$ cat src/rtl/tofr_pkg.sv
package tofr_pkg;

   typedef enum logic [1:0] {
      PH_IDLE  = 2'd0,
      PH_COUNT = 2'd1,
      PH_SHIFT = 2'd2
   } phase_t;

   localparam int unsigned SLOTS_PER_PIX = 2;

endpackage

$ cat src/rtl/tofr_hit_sync.sv
module tofr_hit_sync #(
   parameter int unsigned LANES = 4
) (
   input  logic             clk,
   input  logic             rst_n,
   input  logic [LANES-1:0] raw_i,
   output logic [LANES-1:0] rise_o
);

   generate
      if (LANES < 1) begin : g_bad
         $error("tofr_hit_sync: LANES must be at least 1");
      end
   endgenerate

   genvar ln;
   generate
      for (ln = 0; ln < LANES; ln++) begin : g_lane
         logic meta_q, stab_q, prev_q;

         always_ff @(posedge clk) begin
            if (!rst_n) begin
               meta_q <= 1'b0;
               stab_q <= 1'b0;
               prev_q <= 1'b0;
            end else begin
               meta_q <= raw_i[ln];
               stab_q <= meta_q;
               prev_q <= stab_q;
            end
         end

         assign rise_o[ln] = stab_q & ~prev_q;


         rise_single_chk: assert property (@(posedge clk) disable iff (!rst_n)
            rise_o[ln] |=> !rise_o[ln]);
      end
   endgenerate

endmodule

$ cat src/rtl/tofr_seq.sv
module tofr_seq
   import tofr_pkg::*;
#(
   parameter int unsigned WIN_LEN    = 2048,
   parameter int unsigned TOTAL_BITS = 88
) (
   input  logic clk,
   input  logic rst_n,
   input  logic start_i,
   output logic arm_o,
   output logic cnt_gate_o,
   output logic shf_gate_o,
   output logic done_o
);

   localparam int unsigned WW = (WIN_LEN > 1) ? $clog2(WIN_LEN) : 1;
   localparam int unsigned BW = (TOTAL_BITS > 1) ? $clog2(TOTAL_BITS) : 1;
   localparam logic [WW-1:0] WIN_LAST = WW'(WIN_LEN - 1);
   localparam logic [BW-1:0] BIT_LAST = BW'(TOTAL_BITS - 1);

   generate
      if (WIN_LEN < 2) begin : g_bad_win
         $error("tofr_seq: WIN_LEN must be at least 2");
      end
      if (TOTAL_BITS < 2) begin : g_bad_bits
         $error("tofr_seq: TOTAL_BITS must be at least 2");
      end
   endgenerate

   phase_t        ph_q;
   logic [WW-1:0] win_q;
   logic [BW-1:0] bit_q;
   logic          done_q;

   always_ff @(posedge clk) begin
      if (!rst_n) begin
         ph_q   <= PH_IDLE;
         win_q  <= '0;
         bit_q  <= '0;
         done_q <= 1'b0;
      end else begin
         done_q <= 1'b0;
         unique case (ph_q)
            PH_IDLE: begin
               if (start_i) begin
                  ph_q  <= PH_COUNT;
                  win_q <= '0;
               end
            end
            PH_COUNT: begin
               if (win_q == WIN_LAST) begin
                  ph_q  <= PH_SHIFT;
                  bit_q <= '0;
               end else begin
                  win_q <= win_q + 1'b1;
               end
            end
            PH_SHIFT: begin
               if (bit_q == BIT_LAST) begin
                  ph_q   <= PH_IDLE;
                  done_q <= 1'b1;
               end else begin
                  bit_q <= bit_q + 1'b1;
               end
            end
            default: ph_q <= PH_IDLE;
         endcase
      end
   end

   assign arm_o      = (ph_q == PH_IDLE) && start_i;
   assign cnt_gate_o = (ph_q == PH_COUNT);
   assign shf_gate_o = (ph_q == PH_SHIFT);
   assign done_o     = done_q;


   gates_excl_chk: assert property (@(posedge clk) disable iff (!rst_n)
      !(cnt_gate_o && shf_gate_o));


   done_pulse_chk: assert property (@(posedge clk) disable iff (!rst_n)
      done_o |=> !done_o);


   done_after_shift_chk: assert property (@(posedge clk) disable iff (!rst_n)
      $rose(done_o) |-> $past(shf_gate_o));


   start_ignored_chk: assert property (@(posedge clk) disable iff (!rst_n)
      (cnt_gate_o && start_i && win_q != WIN_LAST) |=> cnt_gate_o && $stable(ph_q));


   shift_from_count_chk: assert property (@(posedge clk) disable iff (!rst_n)
      $rose(shf_gate_o) |-> $past(cnt_gate_o));

endmodule

$ cat src/rtl/tofr_pixel.sv
module tofr_pixel
   import tofr_pkg::*;
#(
   parameter int unsigned CODE_W   = 11,
   parameter int unsigned DEAD_CYC = 8
) (
   input  logic clk,
   input  logic rst_n,
   input  logic arm_i,
   input  logic cnt_en_i,
   input  logic shf_en_i,
   input  logic hit_i,
   input  logic sin_i,
   output logic sout_o
);

   localparam int unsigned DW = $clog2(DEAD_CYC + 1);
   localparam logic [CODE_W-1:0] CODE_MAX = '1;
   localparam logic [DW-1:0]     DEAD_LIM = DW'(DEAD_CYC);
   localparam int unsigned       NS = SLOTS_PER_PIX;

   generate
      if (CODE_W < 2) begin : g_bad_w
         $error("tofr_pixel: CODE_W must be at least 2");
      end
      if (DEAD_CYC < 2) begin : g_bad_dead
         $error("tofr_pixel: DEAD_CYC must be at least 2");
      end
   endgenerate

   logic [CODE_W-1:0] slot_q [NS];
   logic              frz_q  [NS];
   logic              take   [NS];
   logic              shin   [NS];
   logic [DW-1:0]     dcnt_q;

   always_comb begin
      take[0] = 1'b1;
      take[1] = frz_q[0] && (dcnt_q >= DEAD_LIM);
      shin[0] = slot_q[1][CODE_W-1];
      shin[1] = sin_i;
   end

   always_ff @(posedge clk) begin
      if (!rst_n || arm_i) begin
         for (int s = 0; s < NS; s++) begin
            slot_q[s] <= '0;
            frz_q[s]  <= 1'b0;
         end
      end else if (cnt_en_i) begin
         for (int s = 0; s < NS; s++) begin
            if (!frz_q[s]) begin
               if (hit_i && take[s]) begin
                  frz_q[s] <= 1'b1;
               end else if (slot_q[s] != CODE_MAX) begin
                  slot_q[s] <= slot_q[s] + 1'b1;
               end
            end
         end
      end else if (shf_en_i) begin
         for (int s = 0; s < NS; s++) begin
            slot_q[s] <= {slot_q[s][CODE_W-2:0], shin[s]};
         end
      end
   end

   always_ff @(posedge clk) begin
      if (!rst_n || arm_i) begin
         dcnt_q <= '0;
      end else if (cnt_en_i) begin
         if (!frz_q[0] && hit_i) begin
            dcnt_q <= DW'(1);
         end else if (frz_q[0] && dcnt_q != DEAD_LIM) begin
            dcnt_q <= dcnt_q + 1'b1;
         end
      end
   end

   assign sout_o = slot_q[0][CODE_W-1];


   slot_order_chk: assert property (@(posedge clk) disable iff (!rst_n)
      frz_q[1] |-> frz_q[0]);


   second_needs_first_chk: assert property (@(posedge clk) disable iff (!rst_n)
      $rose(frz_q[1]) |-> $past(frz_q[0]));


   held_code0_chk: assert property (@(posedge clk) disable iff (!rst_n)
      (frz_q[0] && cnt_en_i) |=> $stable(slot_q[0]));


   held_code1_chk: assert property (@(posedge clk) disable iff (!rst_n)
      (frz_q[1] && cnt_en_i) |=> $stable(slot_q[1]));

endmodule

$ cat src/rtl/tofr_echo_row.sv
module tofr_echo_row
   import tofr_pkg::*;
#(
   parameter int unsigned NUM_PIX  = 4,
   parameter int unsigned CODE_W   = 11,
   parameter int unsigned WIN_LEN  = 2048,
   parameter int unsigned DEAD_CYC = 8
) (
   input  logic               clk,
   input  logic               rst_n,
   input  logic               start_i,
   input  logic [NUM_PIX-1:0] hit_i,
   output logic               sdata_o,
   output logic               sdata_vld_o,
   output logic               cnt_gate_o,
   output logic               shf_gate_o,
   output logic               done_o
);

   localparam int unsigned TOTAL_BITS = NUM_PIX * SLOTS_PER_PIX * CODE_W;

   generate
      if (NUM_PIX < 1) begin : g_bad_pix
         $error("tofr_echo_row: NUM_PIX must be at least 1");
      end
   endgenerate

   logic               arm;
   logic               cnt_gate, shf_gate;
   logic [NUM_PIX-1:0] hit_rise;
   logic [NUM_PIX:0]   link;

   tofr_seq #(
      .WIN_LEN    (WIN_LEN),
      .TOTAL_BITS (TOTAL_BITS)
   ) i_seq (
      .clk        (clk),
      .rst_n      (rst_n),
      .start_i    (start_i),
      .arm_o      (arm),
      .cnt_gate_o (cnt_gate),
      .shf_gate_o (shf_gate),
      .done_o     (done_o)
   );

   tofr_hit_sync #(
      .LANES (NUM_PIX)
   ) i_sync (
      .clk    (clk),
      .rst_n  (rst_n),
      .raw_i  (hit_i),
      .rise_o (hit_rise)
   );

   assign link[NUM_PIX] = 1'b0;

   genvar px;
   generate
      for (px = 0; px < NUM_PIX; px++) begin : g_pix
         tofr_pixel #(
            .CODE_W   (CODE_W),
            .DEAD_CYC (DEAD_CYC)
         ) i_pix (
            .clk      (clk),
            .rst_n    (rst_n),
            .arm_i    (arm),
            .cnt_en_i (cnt_gate),
            .shf_en_i (shf_gate),
            .hit_i    (hit_rise[px]),
            .sin_i    (link[px+1]),
            .sout_o   (link[px])
         );
      end
   endgenerate

   assign sdata_o     = link[0];
   assign sdata_vld_o = shf_gate;
   assign cnt_gate_o  = cnt_gate;
   assign shf_gate_o  = shf_gate;


   vld_is_shift_chk: assert property (@(posedge clk) disable iff (!rst_n)
      sdata_vld_o |-> !cnt_gate_o);

endmodule

$ cat config.mk
export PLATFORM = sky130hd
export DESIGN_NAME = tofr_echo_row
export DESIGN_NICKNAME = d
export VERILOG_FILES = /design/src/rtl/tofr_pkg.sv /design/src/rtl/tofr_hit_sync.sv /design/src/rtl/tofr_seq.sv /design/src/rtl/tofr_pixel.sv /design/src/rtl/tofr_echo_row.sv
export SDC_FILE = /design/constraint.sdc
export NUM_CORES = 1
export LEC_CHECK = 0
export BUFFER_PORTS_ARGS = -buffer_cell sky130_fd_sc_hd__clkbuf_2
export CORE_UTILIZATION = 60
export CTS_BUF_LIST = sky130_fd_sc_hd__clkbuf_4 sky130_fd_sc_hd__clkbuf_8
export DETAILED_ROUTE_END_ITERATION = 6
export HOLD_SLACK_MARGIN = 0.02
export PLACE_DENSITY_LB_ADDON = 0.15
export SLEW_MARGIN = 20
export SYNTH_ARGS = -nofsm -noshare
export SYNTH_HDL_FRONTEND = slang
export SYNTH_SLANG_ARGS = --single-unit
export TNS_END_PERCENT = 5
$ cat constraint.sdc
create_clock -name clk -period 3.9 [get_ports clk]
set_clock_uncertainty 0.15 [all_clocks]
set_input_delay 0.585 -clock clk [delete_from_list [all_inputs] [get_ports clk]]
set_output_delay 0.585 -clock clk [all_outputs]
set_load 0.01 [all_outputs]
Word level (Yosys, flattened, before mapping):

Memory sizes are Yosys's and may differ from the RTL's.
Index checks and enable logic that the tools add are counted.

* add/subtract/negate cells: 14
* $lt $le $gt $ge: 4
* equality and inequality tests: 21
* mux-type cells: 137
* bitwise logic cells: 32
* reductions and logical operators: 38

Operators with widths (number)
* $mux 11: 18
* $mux 1: 103
* $add 11x1->11 const B: 9
* $ne 11x11->1 const B: 8
* $mux 4: 8
* $or 1x1->1: 24
* $pmux 11 s2: 1
* $logic_and 1x1->1: 17
* $add 4x1->4 const B: 4
* $ge 4x4->1 const B: 4
* $ne 4x4->1 const B: 4
* $mux 7: 2
* $pmux 7 s2: 1
* $reduce_bool 2->1: 6
* $eq 11x11->1 const B: 1
* $reduce_and 2->1: 5
* $reduce_and 3->1: 3
* $add 7x1->7 const B: 1
* $eq 7x7->1 const B: 1
* $mux 2: 3
* $ne 2x2->1 const B: 3
* $pmux 2 s3: 1
* $logic_not 1->1: 5
* $and 1x1->1: 4
* other kinds (6): 10

* register bits: 49
* RAM bits: 96
* input bits: 7
* output and inout port bits: 5
* logic and storage cells: 274
* memories: 8

Memory list
* g_pix[0].i_pix.slot_q: words 2, bits a word 11, read ports 2, clocked after Yosys merged registers in 0, wr ports 2, line tofr_pixel.sv:31 `logic [CODE_W-1:0] slot_q [NS];`
* g_pix[1].i_pix.slot_q: words 2, bits a word 11, read ports 2, clocked after Yosys merged registers in 0, wr ports 2, line tofr_pixel.sv:31
* g_pix[2].i_pix.slot_q: words 2, bits a word 11, read ports 2, clocked after Yosys merged registers in 0, wr ports 2, line tofr_pixel.sv:31
* g_pix[3].i_pix.slot_q: words 2, bits a word 11, read ports 2, clocked after Yosys merged registers in 0, wr ports 2, line tofr_pixel.sv:31
* g_pix[0].i_pix.frz_q: words 2, bits a word 1, read ports 2, clocked after Yosys merged registers in 0, wr ports 2, line tofr_pixel.sv:32 `logic frz_q [NS];`
* g_pix[1].i_pix.frz_q: words 2, bits a word 1, read ports 2, clocked after Yosys merged registers in 0, wr ports 2, line tofr_pixel.sv:32
* 2 more memories

Depth between registers and ports, before layout:

Gate-level depths: netlist of run 1.

* depth after elaboration: 10
* depth in mapped cells: 7
* gate-level depth less buffers: 6

Cells and area by module:

Synthesis of run 1 repeated with hierarchy kept, for this count alone.

* cell total of the unflattened synthesis: 825
* area total of the unflattened synthesis: 8446.9 µm²

By module, submodules not included
* tofr_pixel: instances 4, cells each 165, area an instance 1742.9 µm², sequential area each 800.8 µm²
* tofr_seq: instances 1, cells each 134, area an instance 1102.3 µm², sequential area each 420.4 µm²
* tofr_hit_sync: instances 1, cells each 29, area an instance 361.6 µm², sequential area each 240.2 µm²
* tofr_echo_row: instances 1, cells each 2, area an instance 11.3 µm², sequential area each 0.0 µm²

Worst setup path before layout of run 1:

No wires, ideal clock.

* kind: reg2reg
* start point: memory g_pix[1].i_pix.slot_q[0][0]
* end point: memory g_pix[1].i_pix.slot_q[0][0], enable pin
* library setup time: 0.397 ns
* data arrival time: 1.881 ns
* data required time: 3.353 ns
* slack: 1.473 ns
* cell stages (with the launch flop): 5
* buffers on the path: 0
* clock period less this slack: 2.427 ns
* cells stage by stage: edfxtp_1 ha_1 nand4_1 nor3_1 o31ai_1

RTL lines (line)
* from (decl): tofr_pixel.sv:31

Final worst setup path of run 1:

* start point: register i_seq.ph_q[1]
* end point: output port cnt_gate_o

* longest elaborated chain between the ends: 1

RTL lines
* from (decl): line tofr_seq.sv:30 `phase_t ph_q;`
* from (signal assigned): line tofr_seq.sv:37 `ph_q <= PH_IDLE;`
* from (signal assigned): line tofr_seq.sv:46 `ph_q <= PH_COUNT;`
* from (signal assigned): line tofr_seq.sv:52 `ph_q <= PH_SHIFT;`
* $eq 2x1->1: line tofr_seq.sv:72 `assign cnt_gate_o = (ph_q == PH_COUNT);`
* to (decl): line tofr_echo_row.sv:15 `output logic cnt_gate_o,`

No other way between the ends.

==> results of run 1 <==
cell usage in the layout, fill, tap and decap left out, types with 18 or more instances in the layout:
| master | n |
|---|---|
| o21ai_0 | 66 |
| dfxtp_1 | 49 |
| clkbuf_8 | 20 |
| edfxtp_1 | 96 |
| xnor2_1 | 23 |
| o31ai_1 | 26 |
| inv_1 | 20 |
| nor2_1 | 38 |
| nand2_1 | 115 |
| and3_1 | 18 |
| ha_1 | 18 |
| xor2_1 | 47 |
| nand4_1 | 28 |
| nand3_1 | 46 |
power by group:
part | leakage, nW | switching [W] | internal [W]
sequential | 1.46 | 0.000134 | 0.00175
combinational | 1.42 | 0.000167 | 0.000109
clock | 0.215 | 0.000555 | 0.000650
total | 3.09 | 0.000857 | 0.00251
flip-flops by register name (all words and copies together), names as in the netlist:
name	cells
g_pix.i_pix.slot_q	88
g_pix.i_pix.dcnt_q	16
i_seq.win_q	11
g_pix.i_pix.frz_q	8
i_seq.bit_q	7
i_sync.g_lane.meta_q	4
i_sync.g_lane.prev_q	4
i_sync.g_lane.stab_q	4
i_seq.ph_q	2
i_seq.done_o	1
layer usage:
layer  vias up  track usage, %  share of wire, %
met5         -               0                 0
met4         0           12.03               2.0
met3        24           4.826               4.4
met2       155           42.54                49
met1      3116           31.70                45
li1       3120               -                 -
area by class of cell:
class,instances,share of cell area [%]
Inverter,20,0.8617
Timing Repair Buffer,21,1.637
Tap cell,176,2.528
Multi-Input combinational cell,623,46.06
Sequential cell,145,44.35
Clock buffer,25,3.590
Clock inverter,7,0.9766
worst max path at each step:
stage | start | endpoint | slack [ns] | depth (start not counted)
6_report | i_seq.ph_q[1] | cnt_gate_o | 0.86 | 3
5_1_grt | i_seq.ph_q[1] | cnt_gate_o | 0.70 | 3
4_1_cts | i_seq.ph_q[1] | cnt_gate_o | 0.85 | 3
3_5_place_dp | start_i | g_pix[2].i_pix.slot_q[0][5] | 1.05 | 6
3_3_place_gp | start_i | g_pix[2].i_pix.slot_q[0][10] | 1.16 | 6
2_1_floorplan | g_pix[1].i_pix.slot_q[0][0] | g_pix[1].i_pix.slot_q[0][0] | 1.47 | 4
critical path, delay by kind of cell, from the launching register on:
family	cells	cell delay, ns
and+or+nand+nor	1	0.58
buffers and inverters	2	0.70
DFF	1	0.57
cells by family after synthesis:
group                      Yosys count
DFF                                145
adders and majority gates           18
xor gates and xnor gates            70
muxes                               14
and+or+nand+nor                    336
AOI/OAI and AO/OA                  185
buffers and inverters               67
through the flow:
stage | hold WS (ns) | total power [W] | utilization, % | setup slack, ns
floorplan | 0.2619 | 0.002098 | - | 1.473
global placement | 0.2714 | 0.002173 | 62.78 | 1.157
detailed placement | 0.2919 | 0.002193 | 62.78 | 1.051
CTS | 0.1634 | 0.003385 | 65.79 | 0.8482
global route | 0.1762 | 0.003492 | 65.79 | 0.7033
finish | 0.1910 | 0.003370 | 65.79 | 0.8554
==> qor.yml, run 1 <==
start_kind: "flop"
drive_above_1_share_pct: 8.680
synth_top_area_cell: "edfxtp_1"
synth_area_leaders: "edfxtp_1 35%, dfxtp_1 12%, nand2_1 5.3%"
antenna_found_initial: 0
htree_levels: 4
place_congestion: 0.8321
grt_use_total_pct: 25.44
synth_cells: 835
crit_fanout: 15
endpoint_kind: "primary output"
ir_worst_vdd_mv: 0.2454
r2r_slack_ns: 1.00
cts_tree: "built"
post_drt_wl_per_cell_um: 16.88
slowest_delay_ns: 0.58
core-area_mm2: 0.01324
required_ns: 3.16
n_fill_cell: 1111
routed_via_density: 6.308
rr_startpoint: "i_seq.ph_q[1]"
yosysUniqueCellTypes: 68
maxCapViolations: 0
leakagePower_nw: 3.089
fp-row-count: 42
worst_hold_path_type: "input port to flop"
ys.flop_type: "edfxtp_1"
area_growth_pct: 6.631
reg2reg_to: "g_pix[3].i_pix.slot_q[0][18]"
powerDensity_mw_per_mm2: 386.8
placed_area_mm2: 0.008314
grt_pass1_wl_um: 28750
ios: 12
first_global_vias: 6168
worst_pin_slew_ns: 0.8927
regArea_mm2: 0.003864
synth_top_family_by_area: "simple AND/OR/NAND/NOR gates"
synth_compound_area_share_pct: 15.53
yosysMostFrequentCell: "nand2_1"
min_path_cells: 2
relSlewSlack_pct: 40.49
post_cts_resized: 0
criticalPathCategory: "flop to primary output"
yosysWarnings: 0
finalHoldViolations: 0
yosys.area_share.simple_pct: 21.58
syn_area_per_cell_um2: 9.785
cts_buffers: 17
syn-num-nets: 860
slew_violations: 0
ctsHoldBuffers: 0
finalCritPeriodShare_pct: 78.07
period_minus_slack_ns: 3.045
clock_latency_ns: 0.46
post_cts_buffers: 0
synth_top_area_share_pct: 35.28
synth_xor_area_share_pct: 7.504
numPortBuffers: 11
drt_iter0_markers: 468
ant_nets: 0
clkSinkCount: 145
synth.area.mux_share_pct: 1.730
drt-total-wl_um: 17170
rsz0062_at_grt: "false"
finalSetupTns_ns: 0
crit_slowest_cell: "nand2b_1"
design_area_mm2: 0.008712
rr_worst_depth: 5
drtPass1Iterations: 6
grt_overflow: 0
cts.root.buffer_cell: "clkbuf_8"
synthAdderAreaFrac_pct: 2.757
placed_cells: 985
ys_seq_area_share_pct: 47.29
worstHoldEndpoint: "i_sync.g_lane[2].meta_q"
hold_start: "hit_i[2]"
dp_hpwl_um: 11610
syn_area_mm2: 0.008170
via_count: 6415
synthArstFlopShare_pct: 0
start_util_pct: 61.70
crit_chain: "nand2b_1 -> inv_1 -> clkbuf_2"
layout.cells.non_filler: 1017
finalSetupViolCount: 0
grt_start_max_net_pins: 54
status: "complete, no violations"
cts.reportedPaths.clkPinSlew_ns: 0.07
die_w_um: 118.7
synth-edff-count: 96
ys_ff_latch: 145
final_nets: 853
cp.arrival_ns: 2.31
clock_path_buffers: 2
design.die.area_mm2: 0.01409
fmax_mhz: 328.4
antenna_cells: 0
drc: 0
multi_input_comb_area_mm2: 0.004013
dieHeight_um: 118.7
ys_top_cells_by_count: "115 x nand2_1, 96 x edfxtp_1, 66 x o21ai_0"
Power figures use the tool's default switching activity.
==> inputs of run 2 (changes only) <==
==> constraint.sdc (replaced) <==
create_clock -name clk -period 2.95 [get_ports clk]
set_clock_uncertainty 0.15 [all_clocks]
set_input_delay 0.4425 -clock clk [delete_from_list [all_inputs] [get_ports clk]]
set_output_delay 0.4425 -clock clk [all_outputs]
set_load 0.01 [all_outputs]
==> qor.yml, run 2 (synthesized netlist as in run 1, its figures left out) <==
status: "complete, no violations"
cts_tree: "built"
die_w_um: 118.7
crit_chain: "nand2b_1 -> buf_4 -> inv_1 -> clkbuf_2"
cts.root.buffer_cell: "clkbuf_8"
maxCapViolations: 0
drt_iter0_markers: 498
swShare_pct: 24.11
core-area_mm2: 0.01324
dp_hpwl_um: 11540
worst_hold_path_type: "input port to flop"
finalHoldViolations: 0
ios: 12
grt_overflow: 0
area_growth_pct: 8.729
placed_cells: 996
switchingPower_w: 0.001140
via_count: 6470
cp_num_cells: 4
cp.arrival_ns: 2.15
numPortBuffers: 11
drive_above_1_share_pct: 9.965
post_cts_resized: 0
fmax_mhz: 365.0
final_common_cell: "nand2_1"
slowest_delay_ns: 0.54
n_fill_cell: 1067
drt-total-wl_um: 17230
cts_buffers: 17
ctsHoldBuffers: 0
final_nets: 865
rsz0062_at_grt: "false"
crit_slowest_cell: "dfxtp_1"
dieHeight_um: 118.7
cts.reportedPaths.clkPinSlew_ns: 0.08
pwr-share-clk_pct: 39.2
powerDensity_mw_per_mm2: 532.1
finalSetupTns_ns: 0
relSlewSlack_pct: 45.07
start_util_pct: 61.70
top_register: "g_pix.i_pix.slot_q"
crit_fanout: 23
antenna_cells: 0
routed_via_density: 6.288
largest_reg_flops: 88
antenna_found_initial: 0
grt_start_max_net_pins: 36
layout_common_cells: "115 x nand2_1, 96 x edfxtp_1, 66 x o21ai_0"
critPathBufInv: 3
worst_pin_slew_ns: 0.8133
rr_worst_depth: 5
ir_worst_vdd_mv: 0.3304
ant_nets: 0
required_ns: 2.36
first_global_vias: 6152
leakagePower_nw: 3.182
post_drt_wl_per_cell_um: 16.75
slew_violations: 0
drc: 0
place_congestion: 0.8447
intPower_w: 0.003587
period_minus_slack_ns: 2.740
largestRegisters: "g_pix.i_pix.slot_q (88), g_pix.i_pix.dcnt_q (16), i_seq.win_q (11)"
finalCritPeriodShare_pct: 92.87
layout.cells.non_filler: 1029
clock_path_buffers: 2
grt_pass1_wl_um: 28700
min_path_cells: 2
criticalPathCategory: "flop to primary output"
critPathTopFamily: "buffers and inverters"
htree_levels: 4
design.die.area_mm2: 0.01409
clock_latency_ns: 0.46
endpoint_kind: "primary output"
post_cts_buffers: 0
combPwrFrac_pct: 8.1
grt_use_total_pct: 25.41
start_kind: "flop"
clkSinkCount: 145
drtPass1Iterations: 5
finalSetupViolCount: 0
fp-row-count: 42
r2r_slack_ns: 0.45
seqPwrFrac_pct: 52.7
run 2: changes by cell type in the layout (fill, tap and decap cells not counted):
| cell | previous run | this run |
|---|---|---|
| clkbuf_4 | 5 | 0 |
| bufinv_16 | 2 | 5 |
| clkinv_2 | 5 | 4 |
| buf_4 | 9 | 21 |
| clkbuf_8 | 20 | 22 |
| inv_4 | 0 | 1 |
run 2: layout make-up:
type / count / area, um2 / share of cell area, %
timing repair buffer: 33 / 232.7 / 2.620
sequential: 145 / 3864 / 43.49
inverter: 20 / 75.07 / 0.8451
clock inverter: 10 / 176.4 / 1.986
clock buffer: 22 / 302.8 / 3.408
multi-input combinational: 623 / 4013 / 45.17
tap: 176 / 220.2 / 2.479
run 2: per-stage QoR:
stage	hold slack, ns	instance area (um2)	util (%)	setup WS, ns	power, W
floorplan	0.2619	8170	-	0.5225	0.002774
global placement	0.2724	8397	63.41	0.3539	0.002881
CTS	0.02001	8876	67.03	0.1829	0.004748
global route	0.02433	8884	67.08	0.002155	0.004905
detailed placement	0.2779	8397	63.41	0.1789	0.002911
finish	0.03933	8884	67.08	0.2103	0.004727
run 2: routing by layer:
metal / GRT usage [%] / up-vias / wire length, um
met2: 41.78 / 163 / 8306
met4: 10.28 / 0 / 277
met1: 33.28 / 3140 / 7887
met5: 0 / - / 0
li1: - / 3139 / -
met3: 4.392 / 28 / 760
run 2: power by group through the flow:
stage	Sequential (W)	Clock (W)	Combinational [W]
after global routing	0.00252	0.00197	0.000424
after global placement	0.00252	0	0.000362
final	0.00249	0.00185	0.000382
after detailed placement	0.00253	0	0.000378
after CTS	0.00249	0.00188	0.000382
after floorplan	0.00247	0	0.000302
run 2: path summary, 6_finish.rpt:
path,startpoint,endpoint
setup reg to reg,i_seq.ph_q[0],g_pix[2].i_pix.slot_q[0][8]
hold reg to reg,i_sync.g_lane[2].meta_q,i_sync.g_lane[2].stab_q
setup / recovery,i_seq.ph_q[0],cnt_gate_o
hold / removal,hit_i[3],i_sync.g_lane[3].meta_q
==> inputs of run 3 (changes only) <==
--- a/config.mk
+++ b/config.mk
@@ -6,7 +6,7 @@
 export NUM_CORES = 1
 export LEC_CHECK = 0
 export BUFFER_PORTS_ARGS = -buffer_cell sky130_fd_sc_hd__clkbuf_2
-export CORE_UTILIZATION = 60
+export CORE_UTILIZATION = 55
 export CTS_BUF_LIST = sky130_fd_sc_hd__clkbuf_4 sky130_fd_sc_hd__clkbuf_8
 export DETAILED_ROUTE_END_ITERATION = 6
 export HOLD_SLACK_MARGIN = 0.02
==> qor.yml, run 3 (synthesized netlist as in run 1, its figures left out) <==
drt-total-wl_um: 17230
fmax_mhz: 362.5
design.die.area_mm2: 0.01535
finalSetupTns_ns: 0
cts.reportedPaths.clkPinSlew_ns: 0.08
numPortBuffers: 11
multi_input_comb_area_mm2: 0.004015
routed_via_density: 6.238
worst_pin_slew_ns: 0.8006
post_cts_buffers: 0
rsz0062_at_grt: "false"
criticalPathCategory: "flop to primary output"
ios: 12
n_fill_cell: 1268
finalSetupViolCount: 0
grt_use_total_pct: 24.28
critPathBufInv: 3
fp-row-count: 44
leakagePower_nw: 3.148
reg2reg_to: "g_pix[3].i_pix.slot_q[0][15]"
crit_end: "cnt_gate_o"
start_kind: "flop"
largestRegisters: "g_pix.i_pix.slot_q (88), g_pix.i_pix.dcnt_q (16), i_seq.win_q (11)"
period_minus_slack_ns: 2.758
layout.cells.non_filler: 1038
grt_start_max_net_pins: 27
dieHeight_um: 123.9
crit_fanout: 23
ctsHoldBuffers: 0
finalCritPeriodShare_pct: 93.51
worst_hold_path_type: "input port to flop"
crit_chain: "nand2b_2 -> buf_4 -> clkinvlp_4 -> clkbuf_2"
powerDensity_mw_per_mm2: 506.2
regArea_mm2: 0.003864
endpoint_kind: "primary output"
place_congestion: 0.7494
cts_tree: "built"
via_count: 6475
die_w_um: 123.9
status: "complete, no violations"
clock_latency_ns: 0.45
core-area_mm2: 0.01453
final_common_cell: "nand2_1"
placed_cells: 1006
ant_nets: 0
setup_slack_ns: 0.1916
largest_reg_flops: 88
critPathTopFamily: "buffers and inverters"
area_growth_pct: 8.239
maxCapViolations: 0
finalHoldViolations: 0
htree_levels: 4
cts_buffers: 17
first_global_vias: 6076
cp.arrival_ns: 2.17
antenna_found_initial: 0
final_nets: 866
dpl_worst_slack_ns: 0.3552
layout_common_cells: "115 x nand2_1, 96 x edfxtp_1, 66 x o21ai_0"
crit_slowest_cell: "dfxtp_1"
slowest_delay_ns: 0.54
post_drt_wl_per_cell_um: 16.60
rr_startpoint: "i_seq.ph_q[0]"
drt_iter0_markers: 472
rr_worst_depth: 5
cp_num_cells: 4
clkSinkCount: 145
post_cts_resized: 1
crit_start: "i_seq.ph_q[1]"
required_ns: 2.36
start_util_pct: 56.22
drc: 0
antenna_cells: 0
cts.root.buffer_cell: "clkbuf_8"
r2r_slack_ns: 0.48
slew_violations: 0
clock_path_buffers: 2
drive_above_1_share_pct: 10.30
grt_pass1_wl_um: 29160
top_register: "g_pix.i_pix.slot_q"
relSlewSlack_pct: 46.43
drtPass1Iterations: 5
grt_overflow: 0
dp_hpwl_um: 11860
ir_worst_vdd_mv: 0.2769
## run 3: changes by cell type in the layout (fill, tap and decap cells not counted)
cell	change
buf_12	+1
bufinv_16	-3
clkbuf_8	-2
clkinv_2	-2
clkinv_4	+3
clkinvlp_4	+1
inv_1	-1
inv_4	+4
nand2b_1	-1
nand2b_2	+1
## run 3: power by group
part	leakage, nW	total, W	switching, W	internal [W]
sequential	1.46	0.00250	0.000178	0.00232
combinational	1.47	0.000383	0.000229	0.000155
clock	0.215	0.00160	0.000775	0.000821
## run 3: how the worst min path moves through the flow
stage | from | end | slack [ns] | depth (start not counted)
after floorplan | i_sync.g_lane[0].meta_q | i_sync.g_lane[0].stab_q | 0.26 | 1
after global placement | i_sync.g_lane[1].meta_q | i_sync.g_lane[1].stab_q | 0.27 | 1
after detailed placement | i_sync.g_lane[1].meta_q | i_sync.g_lane[1].stab_q | 0.27 | 1
after CTS | hit_i[1] | i_sync.g_lane[1].meta_q | 0.02 | 2
after global routing | hit_i[1] | i_sync.g_lane[1].meta_q | 0.03 | 2
final | hit_i[2] | i_sync.g_lane[2].meta_q | 0.05 | 2
## run 3: cell type report
type / count / area share (%)
Multi-Input combinational cell: 623 / 45.40
Tap cell: 184 / 2.603
Clock inverter: 12 / 1.443
Clock buffer: 20 / 3.113
Timing Repair Buffer: 34 / 2.858
Inverter: 20 / 0.8913
Sequential cell: 145 / 43.69
## run 3: per-stage QoR
stage	cell area [um2]	hold slack (ns)	util (%)	power [W]
global placement	8434	0.2703	58.03	0.002891
CTS	8841	0.02335	60.83	0.004510
detailed placement	8434	0.2730	58.03	0.002920
global route	8843	0.02656	60.85	0.004671
floorplan	8170	0.2619	-	0.002774
finish	8843	0.04866	60.85	0.004477
## run 3: layer usage
layer / GRT usage [%] / vias up / wire length, um
li1: - / 3153 / -
met1: 31.68 / 3152 / 7920
met2: 39.76 / 152 / 8417
met3: 4.487 / 18 / 636
met4: 9.714 / 0 / 261
met5: 0 / - / 0
